<file path="src/rtl/frame_pkg.sv">
package frame_pkg;

    localparam int RF_AW   = 5;
    localparam int CNT_W   = 4;
    localparam int FRAME_W = 8;

    typedef enum logic [2:0] {
        OP_PUSH,
        OP_PUSHFP,
        OP_POP,
        OP_POPRET,
        OP_POPRETZ
    } frame_op_e;

    typedef enum logic [1:0] {
        ST_IDLE,
        ST_XFER,
        ST_EXTRA,
        ST_COMMIT
    } frame_st_e;

    typedef struct packed {
        logic               legal;
        frame_op_e          op;
        logic [CNT_W-1:0]   count;
        logic [FRAME_W-1:0] frame_bytes;
    } frame_dec_t;

    // k-th entry of the save list -> architectural register number
    function automatic logic [RF_AW-1:0] slot_reg(input logic [CNT_W-1:0] k);
        logic [RF_AW-1:0] r;
        case (k)
            4'd0:    r = 5'd1;
            4'd1:    r = 5'd8;
            4'd2:    r = 5'd9;
            default: r = RF_AW'(k) + 5'd15;
        endcase
        return r;
    endfunction

    function automatic logic is_store_op(input frame_op_e op);
        return (op == OP_PUSH) || (op == OP_PUSHFP);
    endfunction

endpackage

</file>
<file path="src/rtl/frame_decode.sv">
module frame_decode
    import frame_pkg::*;
(
    input  logic [15:0] instr,
    input  logic        c_enable,
    output frame_dec_t  dec
);
    logic             pat_ok;
    frame_op_e        op;
    logic [3:0]       rlist;
    logic [CNT_W-1:0] cnt;
    logic [FRAME_W-1:0] raw, base, extra;

    always_comb begin
        pat_ok = 1'b1;
        op     = OP_PUSH;
        case (instr[15:8])
            8'hB8:   op = OP_PUSH;
            8'hB9:   op = OP_PUSHFP;
            8'hBA:   op = OP_POP;
            8'hBC:   op = OP_POPRETZ;
            8'hBE:   op = OP_POPRET;
            default: pat_ok = 1'b0;
        endcase
        rlist = instr[7:4];
        cnt   = (rlist == 4'd15) ? 4'd13 : (rlist - 4'd3);
        raw   = {2'b00, cnt, 2'b00} + 8'd15;
        base  = {raw[7:4], 4'b0000};
        extra = {2'b00, instr[3:2], 4'b0000};

        dec.legal       = c_enable && (instr[1:0] == 2'b10) && pat_ok && (rlist >= 4'd4);
        dec.op          = op;
        dec.count       = cnt;
        dec.frame_bytes = base + extra;
    end
endmodule

</file>
<file path="src/rtl/frame_ctrl.sv">
module frame_ctrl
    import frame_pkg::*;
#(
    parameter int XLEN = 32
) (
    input  logic             clk,
    input  logic             rst,
    input  logic             start,
    input  frame_dec_t       dec,
    input  logic [XLEN-1:0]  sp_in,
    output logic [RF_AW-1:0] rf_raddr,
    input  logic [XLEN-1:0]  rf_rdata,
    output logic             rf_we,
    output logic [RF_AW-1:0] rf_waddr,
    output logic [XLEN-1:0]  rf_wdata,
    output logic             mem_valid,
    input  logic             mem_ready,
    output logic             mem_we,
    output logic [XLEN-1:0]  mem_addr,
    output logic [XLEN-1:0]  mem_wdata,
    input  logic [XLEN-1:0]  mem_rdata,
    output logic             busy,
    output logic             done,
    output logic             illegal,
    output logic             jump_valid,
    output logic [XLEN-1:0]  jump_target
);
    localparam logic [XLEN-1:0] WORD_BYTES = XLEN'(4);

    frame_st_e        st;
    frame_op_e        op_q;
    logic [CNT_W-1:0] cnt_q, idx_q;
    logic [XLEN-1:0]  addr_q, sp_old_q, sp_new_q, ra_q;
    logic             illegal_q;

    logic [XLEN-1:0] frame_x, top_x;
    logic            new_store, last_xfer, xfer;

    always_comb begin
        frame_x   = XLEN'(dec.frame_bytes);
        new_store = is_store_op(dec.op);
        top_x     = new_store ? sp_in : (sp_in + frame_x);
        xfer      = (st == ST_XFER) && mem_ready;
        last_xfer = xfer && (idx_q == cnt_q - 4'd1);
    end

    always_ff @(posedge clk) begin
        if (rst) begin
            st        <= ST_IDLE;
            op_q      <= OP_PUSH;
            cnt_q     <= '0;
            idx_q     <= '0;
            addr_q    <= '0;
            sp_old_q  <= '0;
            sp_new_q  <= '0;
            ra_q      <= '0;
            illegal_q <= 1'b0;
        end else begin
            illegal_q <= 1'b0;
            case (st)
                ST_IDLE: if (start) begin
                    if (dec.legal) begin
                        op_q     <= dec.op;
                        cnt_q    <= dec.count;
                        idx_q    <= '0;
                        sp_old_q <= sp_in;
                        sp_new_q <= new_store ? (sp_in - frame_x) : (sp_in + frame_x);
                        addr_q   <= top_x - WORD_BYTES;
                        st       <= ST_XFER;
                    end else begin
                        illegal_q <= 1'b1;
                    end
                end
                ST_XFER: if (xfer) begin
                    addr_q <= addr_q - WORD_BYTES;
                    idx_q  <= idx_q + 4'd1;
                    if (!is_store_op(op_q) && idx_q == '0)
                        ra_q <= mem_rdata;
                    if (last_xfer)
                        st <= (op_q == OP_PUSHFP || op_q == OP_POPRETZ) ? ST_EXTRA : ST_COMMIT;
                end
                ST_EXTRA:  st <= ST_COMMIT;
                default:   st <= ST_IDLE;
            endcase
        end
    end

    always_comb begin
        mem_valid = (st == ST_XFER);
        mem_we    = is_store_op(op_q);
        mem_addr  = addr_q;
        rf_raddr  = slot_reg(idx_q);
        mem_wdata = rf_rdata;

        rf_we    = 1'b0;
        rf_waddr = '0;
        rf_wdata = '0;
        case (st)
            ST_XFER: begin
                rf_we    = xfer && !is_store_op(op_q);
                rf_waddr = slot_reg(idx_q);
                rf_wdata = mem_rdata;
            end
            ST_EXTRA: begin
                rf_we    = 1'b1;
                rf_waddr = (op_q == OP_PUSHFP) ? 5'd8 : 5'd10;
                rf_wdata = (op_q == OP_PUSHFP) ? sp_old_q : '0;
            end
            ST_COMMIT: begin
                rf_we    = 1'b1;
                rf_waddr = 5'd2;
                rf_wdata = sp_new_q;
            end
            default: ;
        endcase

        busy        = (st != ST_IDLE);
        done        = (st == ST_COMMIT);
        jump_valid  = done && (op_q == OP_POPRET || op_q == OP_POPRETZ);
        jump_target = ra_q;
        illegal     = illegal_q;
    end
endmodule

</file>
<file path="src/rtl/frame_seq.sv">
module frame_seq
    import frame_pkg::*;
#(
    parameter int XLEN = 32
) (
    input  logic             clk,
    input  logic             rst,
    input  logic             start,
    input  logic [15:0]      instr,
    input  logic             c_enable,
    input  logic [XLEN-1:0]  sp_in,
    output logic [4:0]       rf_raddr,
    input  logic [XLEN-1:0]  rf_rdata,
    output logic             rf_we,
    output logic [4:0]       rf_waddr,
    output logic [XLEN-1:0]  rf_wdata,
    output logic             mem_valid,
    input  logic             mem_ready,
    output logic             mem_we,
    output logic [XLEN-1:0]  mem_addr,
    output logic [XLEN-1:0]  mem_wdata,
    input  logic [XLEN-1:0]  mem_rdata,
    output logic             busy,
    output logic             done,
    output logic             illegal,
    output logic             jump_valid,
    output logic [XLEN-1:0]  jump_target
);
    frame_dec_t dec;

    frame_decode u_dec (
        .instr    (instr),
        .c_enable (c_enable),
        .dec      (dec)
    );

    frame_ctrl #(.XLEN(XLEN)) u_ctrl (
        .clk         (clk),
        .rst         (rst),
        .start       (start),
        .dec         (dec),
        .sp_in       (sp_in),
        .rf_raddr    (rf_raddr),
        .rf_rdata    (rf_rdata),
        .rf_we       (rf_we),
        .rf_waddr    (rf_waddr),
        .rf_wdata    (rf_wdata),
        .mem_valid   (mem_valid),
        .mem_ready   (mem_ready),
        .mem_we      (mem_we),
        .mem_addr    (mem_addr),
        .mem_wdata   (mem_wdata),
        .mem_rdata   (mem_rdata),
        .busy        (busy),
        .done        (done),
        .illegal     (illegal),
        .jump_valid  (jump_valid),
        .jump_target (jump_target)
    );
endmodule

</file>
<file path="config.mk">
export PLATFORM = sky130hd
export DESIGN_NAME = frame_seq
export DESIGN_NICKNAME = d
export VERILOG_FILES = /design/src/rtl/frame_pkg.sv /design/src/rtl/frame_decode.sv /design/src/rtl/frame_ctrl.sv /design/src/rtl/frame_seq.sv
export SDC_FILE = /design/constraint.sdc
export NUM_CORES = 1
export LEC_CHECK = 0
export CAP_MARGIN = 5
export CORE_MARGIN = 5
export CORE_UTILIZATION = 45
export CTS_BUF_LIST = sky130_fd_sc_hd__clkbuf_16
export CTS_CLUSTER_SIZE = 24
export DETAILED_ROUTE_END_ITERATION = 6
export GPL_TIMING_DRIVEN = 0
export MAX_ROUTING_LAYER = met4
export PLACE_DENSITY_LB_ADDON = 0.2
export SLEW_MARGIN = 30
export SYNTH_ARGS = -nofsm -noshare
export SYNTH_HDL_FRONTEND = slang
export SYNTH_SLANG_ARGS = --single-unit
</file>
<file path="constraint.sdc">
create_clock -name clk -period 7.15 [get_ports clk]
set_input_delay 1.43 -clock clk [delete_from_list [all_inputs] [get_ports clk]]
set_output_delay 1.43 -clock clk [all_outputs]
set_load 0.01 [all_outputs]
</file>
Yosys cells after proc, flatten, opt, wreduce, memory -nomap -nowiden
Index checks and enable logic that the tools add are counted.
- output and inout port bits: 145
- register bits after elaboration: 142
- equality and inequality tests: 21
- bitwise operators: 2
- reduce and logical (&&, ||, !) cells: 26
- $lt $le $gt $ge: 1
- mux-type cells: 26
- add/sub/neg operators: 10
- operator list (kind ; number):
    32-bit two-way mux ; 6
    32-bit case mux with 3 select lines ; 1
    32-bit case mux with 2 select lines ; 1
    32-bit by 3-bit subtractor with 32-bit output (second input constant) ; 2
    8-bit == test (second input constant) ; 5
    32-bit by 8-bit adder with 32-bit output ; 1
    32-bit by 8-bit subtractor with 32-bit output ; 1
    5-bit case mux with 3 select lines ; 2
    4-bit two-way mux ; 4
    3-bit case mux with 4 select lines ; 1
    2-bit two-way mux ; 5
    8-bit by 6-bit adder with 8-bit output ; 1
    1-bit logical AND ; 8
    4-bit case mux with 2 select lines ; 1
    4-bit AND reduction ; 2
    6-bit by 4-bit adder with 7-bit output (second input constant) ; 1
    2-bit == test (second input constant) ; 3
    3-bit by 1-bit == test with 1-bit output (second input constant) ; 2
    3-bit logical NOT ; 2
    2-bit case mux with 3 select lines ; 1
    3-bit AND reduction ; 2
    4-bit by 4-bit adder with 5-bit output (second input constant) ; 1
    5-bit OR reduction ; 1
    4-bit by 1-bit adder with 4-bit output (second input constant) ; 1
    22 further kinds ; 31

Logic depth before layout (Yosys ltp)
Gate-level depths: netlist of the first run.
- depth after elaboration: 10
- depth in mapped cells: 22

Hierarchy
A second synthesis of the first run with hierarchy kept.
- cell total of the unflattened synthesis: 1379
- area, all modules: 10033.4 sq um
- modules (own cells, without submodules) (module ; area an instance (sq um) ; cells each ; instances):
    frame_ctrl ; 9644.2 ; 1328 ; 1
    frame_decode ; 389.1 ; 51 ; 1

Worst setup path before layout of the first run
Ideal clock, no wire load.
- kind: input to register
- start: in instr[4]
- end: reg u_ctrl.addr_q[31], in the netlist u_ctrl.mem_addr[31]
- data arrival time: 5.986 ns
- required time: 7.073 ns
- stages on the path: 22
- slack: 1.087 ns
- cells stage by stage: ha_1 -> nand3_1 -> nand2_1 -> o21a_1 -> nor2_1 -> ha_1 -> inv_1 -> fa_1 -> xor2_1 -> ha_1 -> buf_2 -> nand3_1 -> and2_1 -> buf_2 -> nor4_1 -> xnor2_1 -> a31oi_1 -> or4_1 -> buf_2 -> or4_4 -> a211o_1 -> a41oi_2
- cells in the longest elaborated chain, start to end: 10
- elaborated cells between the ends (all ways): 15
- RTL lines (element ; line ; RTL):
    start, declared ; frame_seq.sv:9 ; input logic [15:0] instr,
    4-bit by 2-bit subtractor with 4-bit output / 4-bit == test (equally long branches) ; frame_decode.sv:26 ; cnt = (rlist == 4'd15) ? 4'd13 : (rlist - 4'd3);
    4-bit two-way mux ; frame_decode.sv:26 ;
    6-bit by 4-bit adder with 7-bit output ; frame_decode.sv:27 ; raw = {2'b00, cnt, 2'b00} + 8'd15;
    8-bit by 6-bit adder with 8-bit output ; frame_decode.sv:34 ; dec.frame_bytes = base + extra;
    32-bit by 8-bit adder with 32-bit output ; frame_ctrl.sv:42 ; top_x = new_store ? sp_in : (sp_in + frame_x);
    32-bit two-way mux ; frame_ctrl.sv:42 ;
    32-bit by 3-bit subtractor with 32-bit output ; frame_ctrl.sv:68 ; addr_q <= top_x - WORD_BYTES;
    32-bit two-way mux ; frame_ctrl.sv:62 ; if (dec.legal) begin
    32-bit two-way mux ; frame_ctrl.sv:61 ; ST_IDLE: if (start) begin
    32-bit case mux with 2 select lines ; frame_ctrl.sv:60 ; case (st)
    end signal, assigned ; frame_ctrl.sv:68 ;
    end signal, assigned ; frame_ctrl.sv:75 ; addr_q <= addr_q - WORD_BYTES;
    end, declared ; frame_ctrl.sv:33 ; logic [XLEN-1:0] addr_q, sp_old_q, sp_new_q, ra_q;
Several ways; a longest one is shown, not always the timed one. The select of a mux whose other input is x is not followed.
A chain may end at the register's enable or synchronous reset.

Worst setup path after layout of the first run
Same ends and word-level chain as after synthesis.

==> results of run 1 <==
## repair_timing
action / CTS / global route
resized for setup: 1 / 7
setup buffers: 0 / 1
pin swaps: 0 / 0
gates cloned: 0 / 0
endpoints found under the setup margin: 1 / 5
## worst reg2reg max path, delay by kind of cell, from the launching register on
kind / cells / cell delay [ns]
fa+ha+maj: 1 / 0.27
compound gates: 2 / 0.87
simple gates: 2 / 0.27
buf+inv: 7 / 2.72
flops: 1 / 0.38
## final timing paths
kind | slack, ns | start | to
max | 0.31 | instr[4] | u_ctrl.mem_addr[31]
min | 0.45 | u_ctrl.jump_target[17] | u_ctrl.jump_target[17]
max reg2reg | 2.59 | u_ctrl.st[1] | u_ctrl.mem_addr[6]
min reg2reg | 0.45 | u_ctrl.jump_target[17] | u_ctrl.jump_target[17]
## state kept, by name, indices dropped and copies added (netlist names)
register            count
u_ctrl.cnt_q            4
u_ctrl.idx_q            4
u_ctrl.illegal          1
u_ctrl.jump_target     32
u_ctrl.mem_addr        32
u_ctrl.op_q             3
u_ctrl.sp_new_q        32
u_ctrl.sp_old_q        28
u_ctrl.st               2
## kinds of logic after synthesis
logic type	Yosys count	share of synthesized area
DFF	138	0.306
and+or+nand+nor	540	0.280
adders and majority gates	26	0.0385
muxes	19	0.0220
buffers and inverters	158	0.0835
xor gates and xnor gates	67	0.0650
AOI/OAI and AO/OA	277	0.205
## power by group through the flow
stage / Clock (mW) / Combinational [mW] / Sequential [mW]
4_1_cts: 0.996 / 0.437 / 0.791
2_1_floorplan: 0 / 0.256 / 0.810
6_report: 0.993 / 0.447 / 0.792
5_1_grt: 1.03 / 0.481 / 0.793
3_5_place_dp: 0 / 0.434 / 0.809
3_3_place_gp: 0 / 0.430 / 0.809
## metal layers
layer  wire [µm]  global-route usage
met5           0                   -
met4        1030              0.0952
met3        3270              0.0568
met2       16000               0.474
met1       13600               0.364
## cells in the final DEF, fill, tap and decap left out, types with 5 or more instances in the layout
master	Yosys	routed
clkdlybuf4s50_1	0	217
nand3_1	30	30
inv_1	30	31
and2_1	14	14
nor4_1	21	20
buf_4	34	35
dfxtp_1	138	138
ha_1	23	23
mux2i_1	15	15
nand4_1	17	17
buf_2	14	14
a31oi_1	5	5
clkbuf_1	72	71
a211oi_1	20	20
buf_1	5	5
nor2_1	111	111
or2_2	6	6
o22ai_1	6	6
o21ai_0	27	27
a21oi_1	122	122
nor2b_1	7	7
xnor2_1	39	37
a21o_1	5	5
nand2_1	246	246
and4_1	5	5
bufinv_16	0	5
or3_1	5	5
and3_1	10	10
nand2b_1	9	9
or4_1	6	6
diode_2	0	5
clkbuf_16	0	17
a222oi_1	28	28
o31ai_1	8	8
xor2_1	28	27
nor3_1	32	32
## through the flow
step           setup TNS [ns]  std cells  hold WS, ns
6_report                    0       1744        0.455
5_1_grt              -0.00258       1743        0.472
4_1_cts                     0       1738        0.454
3_3_place_gp            -1.32       1707        0.441
3_5_place_dp            -1.73       1707        0.446
2_1_floorplan               0       1225        0.431
## area by class of cell
| class | count | area [µm²] |
|---|---|---|
| inverter | 30 | 113 |
| fill | 1880 | 7330 |
| tap | 265 | 332 |
| sequential | 138 | 2760 |
| clock buffer | 17 | 425 |
| multi-input combinational | 929 | 5570 |
| timing repair buffer | 218 | 2180 |
| buffer | 128 | 643 |
| clock inverter | 14 | 221 |
| antenna | 5 | 12.5 |
==> flow_summary.json, run 1 <==
{
  "outcome": "completed",
  "cellPowerDensity_nw_per_um2": 182,
  "hold_class": "reg2reg",
  "drc": 0,
  "fp.dieH_um": 152,
  "slew_headroom": 0.364,
  "fin_area_um2": 12300,
  "p_clk_frac": 0.445,
  "grt_use_total": 0.291,
  "clock_skew_ns": 0.00721,
  "path_buf_inv": 4,
  "worstPathArrival_ns": 7.19,
  "tritoncts": "yes",
  "rows": 51,
  "slowest_stage": "fa_1",
  "yosys_register_bits": 138,
  "crit_top_cell": "ha_1",
  "routedWlPerCell_um": 19.5,
  "worst_slack_ns": 0.308,
  "max_slew.worst_pin.slew_ns": 0.947,
  "syn_area_um2": 9030,
  "syn2layout_area_growth_pct": 35.7,
  "p_sw_uw": 639,
  "finalPower_mw": 2.23,
  "synth_edf_count": 0,
  "grt_start_max_net_pins": 17,
  "routed_wl_um": 34000,
  "placed_area_um2": 11500,
  "fin_crit_sh": 0.957,
  "synth_area_leaders": "dfxtp_1 (31%), nand2_1 (10%), a21oi_1 (6.8%)",
  "rr_worst_depth": 12,
  "first_iter_violations": 952,
  "hpwlAfterDp_um": 26700,
  "p_sw_frac": 0.286,
  "num_vias": 10130,
  "drv_slew": 0,
  "internal_power_mw": 1.59,
  "fmax_mhz": 146,
  "hold_violations": 0,
  "drive_above_1_share": 0.0814,
  "synthCells": 1225,
  "ys_types": 84,
  "clockBufferDepth": 2,
  "holdPathStages": 2,
  "syn_avg_cell_area_um2": 7.37,
  "num-nets-final": 1605,
  "irDropWorstVdd_uv": 177,
  "clock_latency_ns": 0.43,
  "clkSinkCount": 138,
  "worstPathMaxFanout": 6,
  "cp-end-kind": "flop",
  "critPathMaxStageDelay_ns": 0.57,
  "critPathTopFamily": "simple AND/OR/NAND/NOR gates",
  "final_util": 0.626,
  "async_flop_share": 0,
  "sequentialPowerShare": 0.355,
  "fp.coreArea_um2": 19600,
  "setup_viol": 0,
  "clk_pin_slew_worst_paths_ns": 0.06,
  "ys_top_cells_by_count": "nand2_1 (246), dfxtp_1 (138), a21oi_1 (122)",
  "p_leak_nw": 4.14,
  "cts_root_buffer": "clkbuf_16",
  "dpl_worst_slack_ns": -0.437,
  "syn-num-nets": 1368,
  "die-area_um2": 23000,
  "gp_congestion": 1.00,
  "htreeDepth": 4,
  "pwr-share-comb": 0.200,
  "min_period_ns": 6.84,
  "crit_cells": 21,
  "fp.dieW_um": 152,
  "cts_buffers": 17,
  "ios": 262,
  "start_kind": "input port",
  "io_buffers": 217,
  "synthFlopType": "dfxtp_1",
  "crit_chain": "clkdlybuf4s50_1 > ha_1 > nand3_1 > nand2_1 > o21a_1 > nor2_1 > ha_1 > inv_1 > fa_1 > inv_1 > ha_1 > a211o_1 > a21o_1 > nand3_1 > xor2_2 > a31oi_1 > or4_1 > buf_2 > or4_4 > a211o_1 > a41oi_2",
  "viasPerCell": 5.81,
  "maxCapViolCount": 0,
  "cp_data_required_time_ns": 7.50,
  "antenna_found_initial": 4,
  "synth-seq-area-share": 0.306,
  "yosysMostFrequentCell": "nand2_1",
  "grt_overflow": 0,
  "grt_pass1_vias": 9468,
  "start_util": 0.461,
  "grt_pass1_wl_um": 50400,
  "yosys.area.top_type_share": 0.306,
  "hold_buffers": 0,
  "final_antenna_net_count": 0,
  "yosysWarnings": 0,
  "path_class": "in2reg",
  "dr.pass1.iters": 7,
  "synth_top_area_cell": "dfxtp_1"
}
Note: power is estimated with default switching activity, not from simulation.
==> run 2: changes to the inputs <==
- GPL_ROUTABILITY_DRIVEN: default -> 0
==> run 2 against run 1 <==
Net effect:
- the run now ends with DRC left
- first-iteration DRC count up 13%
- power shrank 2.7%
- maximum frequency hardly changed
- sequential share of layout area grew 0.11 points
- sequential cell count is the same
- clock-buffer cell count is the same
- via count fell by 0.26%
- register-to-register slack gained 0.05 ns
- critical path depth is the same
- combinational power is essentially flat
- largest power group unchanged
- highest routed layer unchanged
==> flow_summary.json, run 2 (synthesis results as in run 1) <==
{
  "outcome": "complete, but fails checks",
  "violations": "DRC",
  "start_kind": "input port",
  "htreeDepth": 4,
  "dr.pass1.iters": 7,
  "fmax_mhz": 146,
  "fp.coreArea_um2": 19600,
  "slew_headroom": 0.371,
  "cts_setup_buffers": 0,
  "holdWs_ns": 0.455,
  "tritoncts": "yes",
  "cts_buffers": 17,
  "final_antenna_net_count": 0,
  "syn2layout_area_growth_pct": 35.0,
  "grt_use_total": 0.292,
  "fp.dieW_um": 152,
  "worstPathArrival_ns": 7.20,
  "routedWlPerCell_um": 19.4,
  "placed_area_um2": 11500,
  "antenna_found_initial": 4,
  "hold_buffers": 0,
  "cp_data_required_time_ns": 7.51,
  "clockBufferDepth": 2,
  "cts_root_buffer": "clkbuf_16",
  "ios": 262,
  "clk_pin_slew_worst_paths_ns": 0.07,
  "hold_class": "reg2reg",
  "drv_slew": 0,
  "clkSinkCount": 138,
  "final_cell_mix": "nand2_1 (246), clkdlybuf4s50_1 (217), dfxtp_1 (138)",
  "reg2reg_slack_ns": 2.64,
  "cts-resized-gates": 0,
  "hold_violations": 0,
  "path_class": "in2reg",
  "maxCapViolCount": 0,
  "num-nets-final": 1604,
  "fp.dieH_um": 152,
  "cp-end-kind": "flop",
  "hpwlAfterDp_um": 26600,
  "first_iter_violations": 1076,
  "fin_crit_sh": 0.957,
  "final_common_cell": "nand2_1",
  "rsz0062_at_grt": "false",
  "grt_pass1_wl_um": 50700,
  "die-area_um2": 23000,
  "clock_latency_ns": 0.44,
  "cellPowerDensity_nw_per_um2": 178,
  "io_buffers": 217,
  "worstPathMaxFanout": 10,
  "drive_above_1_share": 0.0807,
  "grt_start_max_net_pins": 17,
  "grt_pass1_vias": 9605,
  "start_util": 0.461,
  "rows": 51,
  "num_vias": 10104,
  "drc": 5,
  "fin_area_um2": 12200,
  "p_leak_nw": 4.11,
  "grt_overflow": 0,
  "clock_skew_ns": 0.00917,
  "setup_viol": 0,
  "irDropWorstVdd_uv": 183,
  "routed_wl_um": 33800,
  "viasPerCell": 5.80,
  "max_slew.worst_pin.slew_ns": 0.944,
  "min_period_ns": 6.84
}
run 2: cell count changes in the layout (fill, tap and decap cells not counted), sizes merged:
cell / change
inv: +5
diode: -1
buf: -1
bufinv: -3
clkinvlp: +2
clkinv: -3
run 2: routing by layer:
| metal | up-vias | global-route usage | routed length [µm] |
|---|---|---|---|
| met5 | - | - | 0 |
| met4 | 0 | 0.109 | 1180 |
| met3 | 98 | 0.0797 | 3720 |
| met2 | 532 | 0.464 | 15600 |
| met1 | 4714 | 0.357 | 13300 |
| li1 | 4760 | - | - |
run 2: path summary, 6_finish.rpt:
path,start,end,cells past startpoint
hold / removal,u_ctrl.sp_new_q[23],u_ctrl.sp_new_q[23],2
setup reg to reg,u_ctrl.st[1],u_ctrl.mem_addr[9],12
setup / recovery,instr[4],u_ctrl.mem_addr[21],21
hold reg to reg,u_ctrl.sp_new_q[23],u_ctrl.sp_new_q[23],2
run 2: critical path, cell delays in order:
cell and delay, ns:
clkdlybuf4s50_1 0.49, ha_1 0.26, nand3_1 0.09, nand2_1 0.09
o21a_1 0.23, nor2_1 0.29, ha_1 0.24, inv_1 0.06
fa_1 0.55, inv_1 0.09, ha_1 0.30, a211o_1 0.37
a21o_1 0.20, a311oi_1 0.37, o211a_1 0.27, and4bb_2 0.29
o211ai_1 0.18, clkbuf_1 0.28, or3b_1 0.51, a2111o_1 0.41
a41oi_1 0.19
run 2: metrics by stage:
step / setup TNS, ns / util / worst slack (ns) / instances / power, mW
6_report: 0 / 0.623 / 0.309 / 1743 / 2.17
5_1_grt: 0 / 0.623 / 0.0256 / 1743 / 2.24
4_1_cts: 0 / 0.620 / 0.0500 / 1739 / 2.16
3_5_place_dp: -1.25 / 0.589 / -0.372 / 1707 / 1.24
3_3_place_gp: -0.928 / 0.589 / -0.299 / 1707 / 1.23
2_1_floorplan: 0 / - / 1.09 / 1225 / 1.07
run 2: area by class of cell:
| type | count | area [µm²] |
|---|---|---|
| repair buffers | 217 | 2170 |
| inverters | 30 | 113 |
| diodes | 4 | 10.0 |
| multi-input cells | 929 | 5560 |
| well taps | 265 | 332 |
| flip-flops and latches | 138 | 2760 |
| clock inverters | 15 | 180 |
| plain buffers | 128 | 642 |
| fillers | 1847 | 7390 |
| clock buffers | 17 | 425 |
run 2: power by group:
group / switching (mW) / leakage, nW / total [mW] / internal (mW)
clock network: 0.407 / 0.289 / 0.935 / 0.528
registers: 0.0113 / 1.11 / 0.791 / 0.780
logic: 0.255 / 2.71 / 0.446 / 0.191
